==> config.mk <==
export PLATFORM = sky130hd
export DESIGN_NAME = dual_lut_cell
export DESIGN_NICKNAME = d
export VERILOG_FILES = /design/src/rtl/dlc_pkg.sv /design/src/rtl/dlc_cfg_chain.sv /design/src/rtl/dlc_lut.sv /design/src/rtl/dlc_carry.sv /design/src/rtl/dlc_out_stage.sv /design/src/rtl/dual_lut_cell.sv
export SDC_FILE = /design/constraint.sdc
export NUM_CORES = 1
export LEC_CHECK = 0
export BUFFER_PORTS_ARGS = -buffer_cell sky130_fd_sc_hd__buf_4
export CAP_MARGIN = 10
export CORE_AREA = 2 2 48 84
export CTS_BUF_LIST = sky130_fd_sc_hd__clkbuf_2
export DETAILED_ROUTE_END_ITERATION = 12
export DIE_AREA = 0 0 50 86
export PLACE_DENSITY = 0.75
export SYNTH_ARGS = -nofsm -noshare
export SYNTH_HDL_FRONTEND = slang
export SYNTH_HIERARCHICAL = 1
export SYNTH_SLANG_ARGS = --single-unit
==> constraint.sdc <==
create_clock -name clk -period 2 [get_ports clk]
set_input_delay 0.3 -clock clk [delete_from_list [all_inputs] [get_ports clk]]
set_output_delay 0.3 -clock clk [all_outputs]
set_load 0.01 [all_outputs]
==> src/rtl/dlc_pkg.sv <==
// Shared sizes of the dual-LUT cell. Every width below derives from
// the table geometry; assumes one carry-mode bit and one register
// select per output, placed above the truth tables.
package dlc_pkg;
    localparam int LUT_IN     = 3;
    localparam int LUT_OUT    = 2;
    localparam int NUM_LUT    = 2;
    localparam int LUT_DEPTH  = 1 << LUT_IN;
    localparam int TBL_BITS   = LUT_OUT * LUT_DEPTH;
    localparam int NUM_IN     = NUM_LUT * LUT_IN;
    localparam int NUM_OUT    = NUM_LUT * LUT_OUT;
    localparam int CARRY_BIT  = NUM_LUT * TBL_BITS;
    localparam int REGSEL_LSB = CARRY_BIT + 1;
    localparam int CFG_BITS   = REGSEL_LSB + NUM_OUT;
endpackage

==> src/rtl/dlc_cfg_chain.sv <==
// Serial configuration register. Shifts din into bit 0 while shift_en
// is high, so the first bit sent lands in the top bit. Assumes the
// caller keeps shift_en high for exactly WIDTH edges per load.
module dlc_cfg_chain #(
    parameter int WIDTH = 37
) (
    input  logic             clk,
    input  logic             rst_n,
    input  logic             shift_en,
    input  logic             din,
    output logic [WIDTH-1:0] word
);
    // Purpose: clear on reset, otherwise shift one bit per enabled edge.
    always_ff @(posedge clk) begin
        if (!rst_n)
            word <= '0;
        else if (shift_en)
            word <= {word[WIDTH-2:0], din};
    end
endmodule

==> src/rtl/dlc_lut.sv <==
// One multi-output lookup table. Output j reads its own DEPTH-bit
// truth table at the shared address. Purely combinational; assumes
// the table bits are static while the result is used.
module dlc_lut #(
    parameter int N_IN  = 3,
    parameter int N_OUT = 2,
    localparam int DEPTH = 1 << N_IN
) (
    input  logic [N_OUT*DEPTH-1:0] table_bits,
    input  logic [N_IN-1:0]        addr,
    output logic [N_OUT-1:0]       dout
);
    for (genvar j = 0; j < N_OUT; j++) begin : g_col
        logic [DEPTH-1:0] column;
        // Purpose: slice this output's truth table and index it.
        always_comb begin
            column  = table_bits[j*DEPTH +: DEPTH];
            dout[j] = column[addr];
        end
    end
endmodule

==> src/rtl/dlc_carry.sv <==
// Carry logic of one cell: sum bit from propagate and carry-in, and
// carry-out as a propagate-steered mux. Assumes gen/prop come from
// the first table; drives 0 carry-out when the mode is off.
module dlc_carry (
    input  logic mode,
    input  logic gen,
    input  logic prop,
    input  logic cin,
    output logic sum_bit,
    output logic cout
);
    // Purpose: form the sum bit and steer the carry.
    always_comb begin
        sum_bit = prop ^ cin;
        cout    = mode ? (prop ? cin : gen) : 1'b0;
    end
endmodule

==> src/rtl/dlc_out_stage.sv <==
// Per-output register stage. Each bit has a flip-flop that samples
// its input whenever hold is low; a select bit picks flip-flop or
// direct value. While hold is high every output reads 0.
module dlc_out_stage #(
    parameter int N = 4
) (
    input  logic         clk,
    input  logic         rst_n,
    input  logic         hold,
    input  logic [N-1:0] sel,
    input  logic [N-1:0] d,
    output logic [N-1:0] q,
    output logic [N-1:0] dout
);
    // Purpose: synchronous clear, capture unless held.
    always_ff @(posedge clk) begin
        if (!rst_n)
            q <= '0;
        else if (!hold)
            q <= d;
    end

    for (genvar j = 0; j < N; j++) begin : g_bit
        // Purpose: blank during load, else pick registered or direct.
        always_comb dout[j] = hold ? 1'b0 : (sel[j] ? q[j] : d[j]);
    end
endmodule

==> src/rtl/dual_lut_cell.sv <==
// Dual-LUT logic cell: two 3-in/2-out tables, optional carry mode on
// table 0 and per-output registers. Configured serially; assumes the
// outputs are not used while cfg_en is high.
module dual_lut_cell
    import dlc_pkg::*;
(
    input  logic               clk,
    input  logic               rst_n,
    input  logic               cfg_en,
    input  logic               cfg_din,
    input  logic [NUM_IN-1:0]  lut_in,
    input  logic               carry_in,
    output logic [NUM_OUT-1:0] lut_out,
    output logic               carry_out
);
    logic [CFG_BITS-1:0] cfg_word;
    logic [NUM_OUT-1:0]  lut_raw;
    logic [NUM_OUT-1:0]  cell_val;
    logic [NUM_OUT-1:0]  ff_q;
    logic                carry_mode;
    logic                sum_bit;
    logic                cout_raw;

    dlc_cfg_chain #(.WIDTH(CFG_BITS)) u_cfg (
        .clk      (clk),
        .rst_n    (rst_n),
        .shift_en (cfg_en),
        .din      (cfg_din),
        .word     (cfg_word)
    );

    for (genvar t = 0; t < NUM_LUT; t++) begin : g_lut
        dlc_lut #(.N_IN(LUT_IN), .N_OUT(LUT_OUT)) u_lut (
            .table_bits (cfg_word[t*TBL_BITS +: TBL_BITS]),
            .addr       (lut_in[t*LUT_IN +: LUT_IN]),
            .dout       (lut_raw[t*LUT_OUT +: LUT_OUT])
        );
    end

    assign carry_mode = cfg_word[CARRY_BIT];

    dlc_carry u_carry (
        .mode    (carry_mode),
        .gen     (lut_raw[0]),
        .prop    (lut_raw[1]),
        .cin     (carry_in),
        .sum_bit (sum_bit),
        .cout    (cout_raw)
    );

    // Purpose: replace o2 with the sum bit in carry mode.
    always_comb begin
        cell_val    = lut_raw;
        cell_val[1] = carry_mode ? sum_bit : lut_raw[1];
    end

    dlc_out_stage #(.N(NUM_OUT)) u_out (
        .clk   (clk),
        .rst_n (rst_n),
        .hold  (cfg_en),
        .sel   (cfg_word[REGSEL_LSB +: NUM_OUT]),
        .d     (cell_val),
        .q     (ff_q),
        .dout  (lut_out)
    );

    // Purpose: blank the neighbour carry while configuring.
    assign carry_out = cfg_en ? 1'b0 : cout_raw;
endmodule

==> results of run 1 <==
-- synth_stat cells --
master / count / area [µm²]
buf_12: 3 / 60.1
buf_6: 2 / 22.5
clkbuf_1: 3 / 11.3
dfxtp_1: 41 / 821
mux2_2: 4 / 45.0
mux2_4: 1 / 15.0
mux2i_1: 46 / 460
mux4_1: 8 / 210
nor2_1: 4 / 15.0
nor2b_1: 43 / 269
xor2_1: 1 / 8.76
-- cells in the final DEF (no fill, tap or decap), drive strengths merged --
cell type,netlist,routed
buf,5,47
clkbuf,3,5
clkinv,0,2
clkinvlp,0,1
dfxtp,41,41
mux2,5,5
mux2i,46,46
mux4,8,8
nor2,4,4
nor2b,43,43
xor2,1,1
-- worst reg2reg max path, delay by kind of cell (launching register included) --
kind | cells | cell delay, ps
multiplexers | 4 | 1150
AND/OR/NAND/NOR | 1 | 60
flip-flops | 1 | 370
XOR/XNOR | 1 | 140
-- sequential cells by signal, indices dropped and copies added (netlist names) --
| signal | flops |
|---|---|
| u_cfg/word | 37 |
| u_out/q | 4 |
-- routing by layer --
layer  global-route usage [%]  up-vias  wire length, µm
met4                     8.33        0               95
li1                         -      638                -
met1                     21.0      603             1510
met5                        0        -                0
met2                     34.6       20             2030
met3                     5.05        9              112
-- cell type report --
| class | instances | area, µm² | share of cell area, % |
|---|---|---|---|
| well taps | 46 | 57.6 | 2.48 |
| repair buffers | 47 | 357 | 15.4 |
| multi-input cells | 107 | 1010 | 43.7 |
| flip-flops and latches | 41 | 848 | 36.6 |
| clock buffers | 5 | 25.0 | 1.08 |
| clock inverters | 3 | 17.5 | 0.756 |
-- timing repair --
item                       CTS  global route
gates cloned                 0             0
gates resized for setup     29             3
setup endpoints to repair    5             5
setup buffers               16             3
-- how the worst max path moves through the flow --
stage	to	slack, ps
global placement	lut_out[1]	-240
global route	lut_out[1]	-670
finish	lut_out[1]	-590
CTS	lut_out[1]	-620
detailed placement	lut_out[1]	-320
floorplan	lut_out[1]	7
-- stage by stage --
stage	cells	instance area (µm²)	hold slack (ps)	util (%)	setup TNS, ps
floorplan	156	1940	428	-	0
global placement	223	2120	503	59.1	-354
detailed placement	223	2120	514	59.1	-506
CTS	247	2300	116	64.0	-1760
global route	249	2320	165	64.5	-2160
finish	249	2320	124	64.5	-1680
-- cell families after synthesis --
group / share of synthesized area, %
DFF: 42.4
muxes: 37.7
xor gates and xnor gates: 0.452
and+or+nand+nor: 14.7
buffers and inverters: 4.84
-- power by group through the flow --
| stage | clock, W | combinational, W | sequential (W) |
|---|---|---|---|
| after floorplan | 0 | 0.0000784 | 0.000839 |
| after global placement | 0 | 0.0000986 | 0.000839 |
| after detailed placement | 0 | 0.000102 | 0.000839 |
| after CTS | 0.000370 | 0.000105 | 0.000823 |
| after global routing | 0.000397 | 0.000111 | 0.000823 |
| final | 0.000358 | 0.000104 | 0.000822 |
==> metrics.md, run 1 <==
| Metric | Value |
|---|---|
| Count of cell types in the netlist | `11` |
| DP Worst Slack | `-323 ps` |
| Post-synth net total | `167` |
| Max stage delay on crit path | `450 ps` |
| WL per Instance | `15.0 µm` |
| CP bufs+invs | `1` |
| GRT Util Overall | `19.4%` |
| CTS H-Tree Depth | `2` |
| Antenna cells | `0` |
| I/O Pins | `16` |
| Final worst path period share | `129%` |
| Worst Path Class, Setup | `reg -> out` |
| Post-synthesis sequential area ratio | `42.3%` |
| Critical path's top delay family | `multiplexers` |
| Fin nets | `213` |
| Register share of total power | `64.0%` |
| Tot Pwr | `0.00128 W` |
| Layout cells sized above 1 | `43.3%` |
| CTS Buf Count | `5` |
| Critical Path AT | `2290 ps` |
| Leak pwr | `1.01 nW` |
| Reg-to-reg critical path startpoint | `u_cfg/word[9]$_SDFFE_PN0P_` |
| Seq cells post-synth | `41` |
| Vias per cell | `5.10` |
| Iteration-0 DRC Markers | `17` |
| Worst Skew | `27.5 ps` |
| CTS Hold Bufs | `0` |
| Fill count | `305` |
| Post-Syn Area | `1940 µm²` |
| Final wirelength | `3740 µm` |
| Worst path most repeated cell | `mux2_4` |
| Core footprint | `3590 µm²` |
| Worst skew pair latency | `420 ps` |
| Sink Count | `41` |
| Die W | `50 µm` |
| Max IR drop VDD | `0.452 mV` |
| Internal power | `0.000959 W` |
| Worst-path cell chain | `mux4_2 -> mux2_4 -> xor2_1 -> mux2_4 -> mux2i_1 -> nor2_1 -> buf_4` |
| Root buffer cell | `clkbuf_2` |
| Outcome | `complete, but fails checks` |
| CTS Buffer Depth | `2` |
| Clock power frac | `27.9%` |
| First-pass GRT wire length | `6300 µm` |
| Antenna-violating nets left | `0` |
| Synth Instances | `156` |
| CP startpoint kind | `flip-flop` |
| DP HPWL | `2370 µm` |
| Mean Syn Cell Area | `12.4 µm²` |
| Core Rows | `29` |
| Vias in the first global route | `1384` |
| CP endpoint kind | `primary output` |
| Area grow syn2layout | `19.6%` |
| DRC Markers | `0` |
| Relative slew slack | `70.0%` |
| Via Count | `1270` |
| Final Worst Setup Slack | `-587 ps` |
| Combinational fraction of design power | `8.1%` |
| Initial antenna violation count | `0` |
| Failing checks | `negative setup slack` |
| Max-slew violations | `0` |
| Critical path's slowest cell | `mux4_2` |
| Setup crit start | `u_cfg/word[9]$_SDFFE_PN0P_` |
| Critical path peak fanout | `3` |
| Worst reg2reg path depth | `6` |
| Hold Fails Final Rpt | `0` |
| Hold Path Class | `in -> reg` |
| Die Span Y | `86 µm` |
| Starting Density | `54.0%` |
| Routability Congestion | `0.716` |
| Power density over the cells | `554 nW/µm²` |
| Sw Pwr | `0.000325 W` |
| Switching part of the total | `25.3%` |
| Setup violators final | `5` |
| IO buf count | `15` |
| DR pass1 iterations | `4` |
| Die area | `4300 µm²` |
| CP Data Required Time | `1700 ps` |
| Yosys warns | `6` |
| Beginning of the worst hold path | `cfg_din` |
| Max-cap viol count | `0` |
| Final min period | `2590 ps` |
| Largest net degree at the start of global routing | `42` |
| RSZ-0062 raised after global routing | `true` |
| Worst path depth | `7` |
| Fmax | `0.387 GHz` |
| CTS tree | `done` |
| Worst-margin pin slew | `450 ps` |
| Remaining Overflow, GRT | `0` |
| Hold Path Depth | `3` |
| Flop2flop setup slack | `190 ps` |
| Hold path endpoint | `u_cfg/word[0]$_SDFFE_PN0P_` |
| Clk pin slew, worst setup/hold paths | `220 ps` |
| Reg2Reg Capture Point | `u_out/q[1]$_SDFFE_PN0N_` |
Power figures use the tool's default switching activity.
==> run 2: changes to the inputs <==
ABC_AREA = 1   (was default)
CORE_AREA = 2 2 52 91   (was 2 2 48 84)
DIE_AREA = 0 0 54 93   (was 0 0 50 86)
==> run 2 against run 1 <==
Against the previous run:
- the flow still finishes with violations (negative setup slack)
- flip-flop and latch count did not move
- highest routed layer unchanged
- cell count up 86%
- hold slack improved by 79 ps
- clock power fell by 3%
- largest cell class unchanged
- combinational power rose to 3.3 times the previous value
- maximum frequency grew 29%
==> metrics.md, run 2 <==
| Metric | Value |
|---|---|
| Post-synth net total | `407 (+140%)` |
| Antenna cells | `0 (unchanged)` |
| Setup violators final | `1 (-4)` |
| Fmax | `0.497 GHz (+29%)` |
| CP startpoint kind | `flip-flop` |
| Largest family of logic cells by synthesized area | `simple AND/OR/NAND/NOR gates` |
| Worst Path Class, Setup | `reg -> out` |
| Max-slew violations | `0 (unchanged)` |
| Post-Syn Area | `2300 µm² (+19%)` |
| Final worst path period share | `101% (-29 points)` |
| WL per Instance | `9.01 µm (-40%)` |
| CP endpoint kind | `primary output` |
| Hold Path Class | `in -> reg` |
| Final wirelength | `4170 µm (+11%)` |
| Iteration-0 DRC Markers | `45 (+28)` |
| IO buf count | `15 (unchanged)` |
| Xor/xnor share of the synthesized area | `0.380% (-0.072 points)` |
| Final min period | `2010 ps (-575 ps)` |
| CP Data Required Time | `1700 ps (about the same)` |
| DP Worst Slack | `221 ps (+545 ps)` |
| CTS Buf Count | `5 (unchanged)` |
| Antenna-violating nets left | `0 (unchanged)` |
| Die area | `5020 µm² (+17%)` |
| Synth async-reset ratio | `0% (unchanged)` |
| DRC Markers | `0 (unchanged)` |
| CTS tree | `done` |
| Core Rows | `32 (+10%)` |
| Starting Density | `53.3% (-0.65 points)` |
| Simple-Gate Fraction of Synth Area | `44.4% (+30 points)` |
| GRT Util Overall | `19.2% (-0.20 points)` |
| Most frequent cells in the layout | `nand2_1, nor2_1, inv_1` |
| Synth Instances | `396 (+150%)` |
| Hold WS | `203 ps (+79.0 ps)` |
| Count of cell types in the netlist | `13 (+2)` |
| Post-Synth Adder-Cell Area | `0% (unchanged)` |
| Core footprint | `4320 µm² (+20%)` |
| Remaining Overflow, GRT | `0 (unchanged)` |
| Power density over the cells | `642 nW/µm² (+16%)` |
| DP HPWL | `2830 µm (+19%)` |
| Tot Pwr | `0.00161 W (+25%)` |
| Die Span Y | `93 µm (+8.1%)` |
| RSZ-0062 raised after global routing | `true` |
| Top post-synthesis cells by area | `dfxtp_1, nand2_1, nor2_1` |
| Main flop type after synthesis | `dfxtp_1` |
| Die W | `54 µm (+8.0%)` |
| Worst skew pair latency | `380 ps (-40 ps)` |
| Seq cells post-synth | `41 (unchanged)` |
| Critical Path AT | `1710 ps (-580 ps)` |
| Fill count | `452 (+48%)` |
| Final Worst Setup Slack | `-12.1 ps (+575 ps)` |
| Most common cell after layout, fill and taps aside | `nand2_1` |
| Sum Neg Setup Slack | `-12.1 ps (+1670 ps)` |
| Clk pin slew, worst setup/hold paths | `180 ps (-40 ps)` |
| First-pass GRT wire length | `7320 µm (+16%)` |
| Vias per cell | `4.51 (-12%)` |
| Mean Syn Cell Area | `5.82 µm² (-53%)` |
| Critical path peak fanout | `3 (unchanged)` |
| CTS H-Tree Depth | `2 (unchanged)` |
| Leak pwr | `1.36 nW (+35%)` |
| DR pass1 iterations | `4 (unchanged)` |
| Max FFs per register | `37 (unchanged)` |
| Fin nets | `422 (+98%)` |
| Initial antenna violation count | `0 (unchanged)` |
| Top Registers | `u_cfg/word (37), u_out/q (4)` |
| Root buffer cell | `clkbuf_2` |
| Outcome | `complete, but fails checks` |
| Vias in the first global route | `1872 (+35%)` |
| Top reg by flops | `u_cfg/word` |
| I/O Pins | `16 (unchanged)` |
| Worst Skew | `12.0 ps (-15.5 ps)` |
| Hold Fails Final Rpt | `0 (unchanged)` |
| Failing checks | `negative setup slack` |
| Mux cell area share after synthesis | `0% (-38 points)` |
| Biggest area consumer among synthesized cells | `dfxtp_1` |
| Seq. cell area | `831 µm² (-2.1%)` |
| CTS Buffer Depth | `2 (unchanged)` |
| Routability Congestion | `0.786 (+9.8%)` |
| Max-cap viol count | `0 (unchanged)` |
| Via Count | `2087 (+64%)` |
| Sink Count | `41 (unchanged)` |
| Area share of the largest cell type after synthesis | `35.6% (-6.7 points)` |
| CTS Hold Bufs | `0 (unchanged)` |
| Yosys warns | `6 (unchanged)` |
| Multi-input logic area | `1050 µm² (+4.2%)` |
| Post-synthesis sequential area ratio | `35.6% (-6.7 points)` |
| Layout cells sized above 1 | `20.6% (-23 points)` |
| Largest net degree at the start of global routing | `73 (+74%)` |
| Worst-margin pin slew | `436 ps (-13.6 ps)` |
| Max IR drop VDD | `0.470 mV (+4.0%)` |
| Cell with the most instances after synthesis | `nand2_1` |
| EDFF count, synth | `0 (unchanged)` |
| Area grow syn2layout | `8.52%` |
| Relative slew slack | `70.9% (+0.90 points)` |
| Compound-gate portion of the synthesized area | `0% (unchanged)` |
| Synth cell count leaders | `nand2_1, nor2_1, inv_1` |
==> run 2: final cells by class <==
type / count / area share, %
multi-input combinational: 257 / 42.2
sequential: 41 / 33.2
inverter: 83 / 13.1
timing repair buffer: 23 / 7.40
tap: 51 / 2.55
clock buffer: 8 / 1.60
==> run 2: worst paths after layout <==
check	from	endpoint	slack [ps]	depth (start not counted)
setup reg to reg	u_cfg/word[15]$_SDFFE_PN0P_	u_out/q[1]$_SDFFE_PN0N_	700	11
setup / recovery	u_cfg/word[15]$_SDFFE_PN0P_	lut_out[1]	-10	12
hold reg to reg	u_cfg/word[5]$_SDFFE_PN0P_	u_cfg/word[5]$_SDFFE_PN0P_	500	2
hold / removal	cfg_din	u_cfg/word[0]$_SDFFE_PN0P_	200	5
==> run 2: cell families (layout without fill, tap and decap cells) <==
logic type	count (synthesis)	count (layout)
simple gates	256	256
buf+inv	98	114
flops	41	41
xor+xnor	1	1
==> run 2: report_power, final <==
part / internal [W] / total [W] / switching (W)
Combinational: 0.000141 / 0.000346 / 0.000205
Sequential: 0.000874 / 0.000913 / 0.0000390
Clock: 0.000103 / 0.000348 / 0.000245
==> run 2: what timing repair did <==
action                     4_1_cts  5_1_grt
pin swaps                        6        1
resized for setup               11        9
buffers inserted                 6        1
setup endpoints to repair        1        2
==> run 2: metal layers <==
layer	global-route usage, %	share of wire (%)	vias up
li1	-	-	1141
met1	19.2	41	921
met2	36.2	55	19
met3	4.31	2.2	6
met4	6.88	1.6	0
met5	0	0	-
==> run 2: through the flow <==
step	area, µm²	utilization (%)	instances
global placement	2380	54.9	448
CTS	2470	57.2	462
global route	2500	57.8	463
finish	2500	57.8	463
detailed placement	2380	54.9	448
floorplan	2300	-	396
==> run 2: critical path: stages (launching register included) <==
cell and delay (ps):
dfxtp_2 370, inv_1 40, nand2_1 70, nand3_1 90
nand2_1 80, nand2_1 60, nand2_2 80, xor2_1 160
nand2_1 80, nand2_2 80, nor2_2 40, nor2_2 70
buf_4 120
==> run 3: changes to the inputs <==
CORE_AREA = 2 2 53 92   (was 2 2 52 91)
CTS_BUF_LIST = default   (was sky130_fd_sc_hd__clkbuf_2)
DIE_AREA = 0 0 55 94   (was 0 0 54 93)
HOLD_SLACK_MARGIN = 0.03   (was default)
PLACE_DENSITY = 0.73   (was 0.75)
==> run 3 against run 2 <==
Against the previous run:
- the flow now finishes without violations
- combinational power fell by 5%
- register-to-register slack is essentially flat
- power increased by 9.4%
- worst setup slack improved by 82 ps
- via count shrank 2.3%
- largest power group unchanged
- critical path depth stayed put
- flip-flop and latch count is the same
- routed wire length is 0.36% lower
- cell count is 1.5% lower
- first-iteration DRC count decreased by 22%
- count of clock-buffer cells in the layout down 2
- hold slack improved by 100 ps
==> metrics.md, run 3 (synthesis results as in run 2) <==
| Metric | Value |
|---|---|
| Final worst path period share | `96.5% (-4.1 points)` |
| Worst-path cell chain | `inv_2 -> nand2_1 -> nand3_1 -> nand2_1 -> nand2_1 -> nand2_2 -> xor2_1 -> nand2_1 -> nand2_2 -> nor2_2 -> nor2_2 -> buf_4` |
| DP HPWL | `2830 µm (+0.34%)` |
| Final wirelength | `4160 µm (-0.36%)` |
| Antenna cells | `0 (unchanged)` |
| Power density over the cells | `708 nW/µm² (+10%)` |
| Clk pin slew, worst setup/hold paths | `80 ps (-100 ps)` |
| Worst reg2reg path depth | `11 (unchanged)` |
| Final min period | `1930 ps (-82.2 ps)` |
| Hold Fails Final Rpt | `0 (unchanged)` |
| Root buffer cell | `clkbuf_8` |
| Starting Density | `52.3% (-0.97 points)` |
| Max-cap viol count | `0 (unchanged)` |
| CTS Buf Count | `5 (unchanged)` |
| Worst path most repeated cell | `nand2_1` |
| Sink Count | `41 (unchanged)` |
| Largest net degree at the start of global routing | `59 (-19%)` |
| Vias in the first global route | `1821 (-2.7%)` |
| Worst setup endpoint | `lut_out[1]` |
| Iteration-0 DRC Markers | `35 (-22%)` |
| Tot Pwr | `0.00176 W (+9.4%)` |
| IO buf count | `15 (unchanged)` |
| WL per Instance | `9.11 µm (+1.2%)` |
| Critical path peak fanout | `4 (+1)` |
| RSZ-0062 raised after global routing | `true` |
| Worst Path Class, Setup | `reg -> out` |
| CTS H-Tree Depth | `2 (unchanged)` |
| Critical Path AT | `1630 ps (-80 ps)` |
| DR pass1 iterations | `4 (unchanged)` |
| Fin nets | `415 (-1.7%)` |
| Worst Skew | `7.58 ps (-4.44 ps)` |
| Relative slew slack | `71.9% (+0.99 points)` |
| Critical path's top delay family | `simple AND/OR/NAND/NOR gates` |
| Vias per cell | `4.47 (-0.85%)` |
| Max-slew violations | `0 (unchanged)` |
| CP bufs+invs | `2 (unchanged)` |
| Post-route cell area | `2480 µm² (-0.75%)` |
| Sum Neg Setup Slack | `0 ps (+12.1 ps)` |
| CP endpoint kind | `primary output` |
| CTS Hold Bufs | `0 (unchanged)` |
| Remaining Overflow, GRT | `0 (unchanged)` |
| Layout cells sized above 1 | `17.0% (-3.6 points)` |
| Placed Instances | `448 (unchanged)` |
| Leak pwr | `1.33 nW (-1.8%)` |
| Die Span Y | `94 µm (+1.1%)` |
| Worst path depth | `12 (unchanged)` |
| Initial antenna violation count | `0 (unchanged)` |
| Reg-to-reg critical path startpoint | `u_cfg/word[10]$_SDFFE_PN0P_` |
| CP startpoint kind | `flip-flop` |
| Antenna-violating nets left | `0 (unchanged)` |
| Setup crit start | `u_cfg/word[10]$_SDFFE_PN0P_` |
| Fmax | `0.518 GHz (+4.3%)` |
| Area post-placement | `2380 µm² (unchanged)` |
| Max stage delay on crit path | `340 ps (-30 ps)` |
| CTS Buffer Depth | `2 (unchanged)` |
| Hold WS | `306 ps (+104 ps)` |
| Die W | `55 µm (+1.9%)` |
| Fin cells | `456 (-1.5%)` |
| Area grow syn2layout | `7.71%` |
| Most common cell after layout, fill and taps aside | `nand2_1` |
| DRC Markers | `0 (unchanged)` |
| Top reg by flops | `u_cfg/word` |
| Max FFs per register | `37 (unchanged)` |
| I/O Pins | `16 (unchanged)` |
| Via Count | `2038 (-2.3%)` |
| GRT Util Overall | `18.1% (-1.1 points)` |
| Reg2Reg Capture Point | `u_out/q[1]$_SDFFE_PN0N_` |
| Max IR drop VDD | `0.573 mV (+22%)` |
| Top Registers | `u_cfg/word (37), u_out/q (4)` |
| Worst-margin pin slew | `422 ps (-14.8 ps)` |
| Core Rows | `32 (unchanged)` |
| First-pass GRT wire length | `7020 µm (-4.0%)` |
| Critical path's slowest cell | `dfxtp_2` |
| Core footprint | `4400 µm² (+1.9%)` |
| Worst skew pair latency | `290 ps (-90 ps)` |
| Most frequent cells in the layout | `nand2_1, nor2_1, inv_1` |
| Routability Congestion | `0.816 (+3.8%)` |
| CP Data Required Time | `1700 ps (about the same)` |
| CTS tree | `done` |
| Hold Path Class | `in -> reg` |
| Flop2flop setup slack | `700 ps (about the same)` |
| Outcome | `completed` |
| Setup violators final | `0 (-1)` |
| Die area | `5170 µm² (+2.9%)` |
[run 3: changes by cell type in the layout (fill, tap and decap cells not counted), sizes merged]
| cell | previous run | this run |
|---|---|---|
| buf | 23 | 16 |
| clkbuf | 8 | 6 |
| clkinv | 0 | 2 |
[run 3: timing repair]
action / CTS / global route
resized for setup: 0 / 12
buffers inserted: 0 / 0
setup endpoints to repair: 0 / 1
[run 3: power breakdown]
part           leakage, nW  switching [W]  internal [W]
logic                0.948       0.000198      0.000129
registers            0.341      0.0000407      0.000872
clock network       0.0450       0.000276      0.000242
total                 1.33       0.000515       0.00124
[run 3: worst min-delay path, cell delays in order]
cell and delay (ps):
buf_4 70, inv_1 30, nand2_1 40, nand2_1 40, nor2_1 70
[run 3: worst min path at each step]
stage	slack (ps)	endpoint	depth (start not counted)	from
detailed placement	480	u_cfg/word[5]$_SDFFE_PN0P_	2	u_cfg/word[5]$_SDFFE_PN0P_
CTS	300	u_cfg/word[0]$_SDFFE_PN0P_	5	cfg_din
global route	320	u_cfg/word[0]$_SDFFE_PN0P_	5	cfg_din
finish	310	u_cfg/word[0]$_SDFFE_PN0P_	5	cfg_din
floorplan	430	u_out/q[0]$_SDFFE_PN0N_	2	rst_n
global placement	470	u_cfg/word[29]$_SDFFE_PN0P_	2	u_cfg/word[29]$_SDFFE_PN0P_
[run 3: per-layer routing]
| layer | wire length [µm] | vias to the layer above | track usage [%] |
|---|---|---|---|
| li1 | - | 1126 | - |
| met3 | 116 | 8 | 3.82 |
| met1 | 1790 | 879 | 18.2 |
| met2 | 2150 | 25 | 33.4 |
| met5 | 0 | - | 0 |
| met4 | 95 | 0 | 7.52 |
[run 3: area by class of cell]
| cell class | instances | area (µm²) |
|---|---|---|
| inverters | 83 | 327 |
| fillers | 478 | 1920 |
| repair buffers | 16 | 133 |
| multi-input cells | 257 | 1050 |
| flip-flops and latches | 41 | 827 |
| well taps | 51 | 63.8 |
| clock inverters | 2 | 10.0 |
| clock buffers | 6 | 72.6 |
[run 3: stage by stage]
| step | util (%) | worst slack, ps |
|---|---|---|
| global route | 56.4 | -32.0 |
| floorplan | - | 478 |
| detailed placement | 53.9 | 233 |
| global placement | 53.9 | 269 |
| CTS | 55.8 | 27.4 |
| finish | 56.4 | 70.1 |
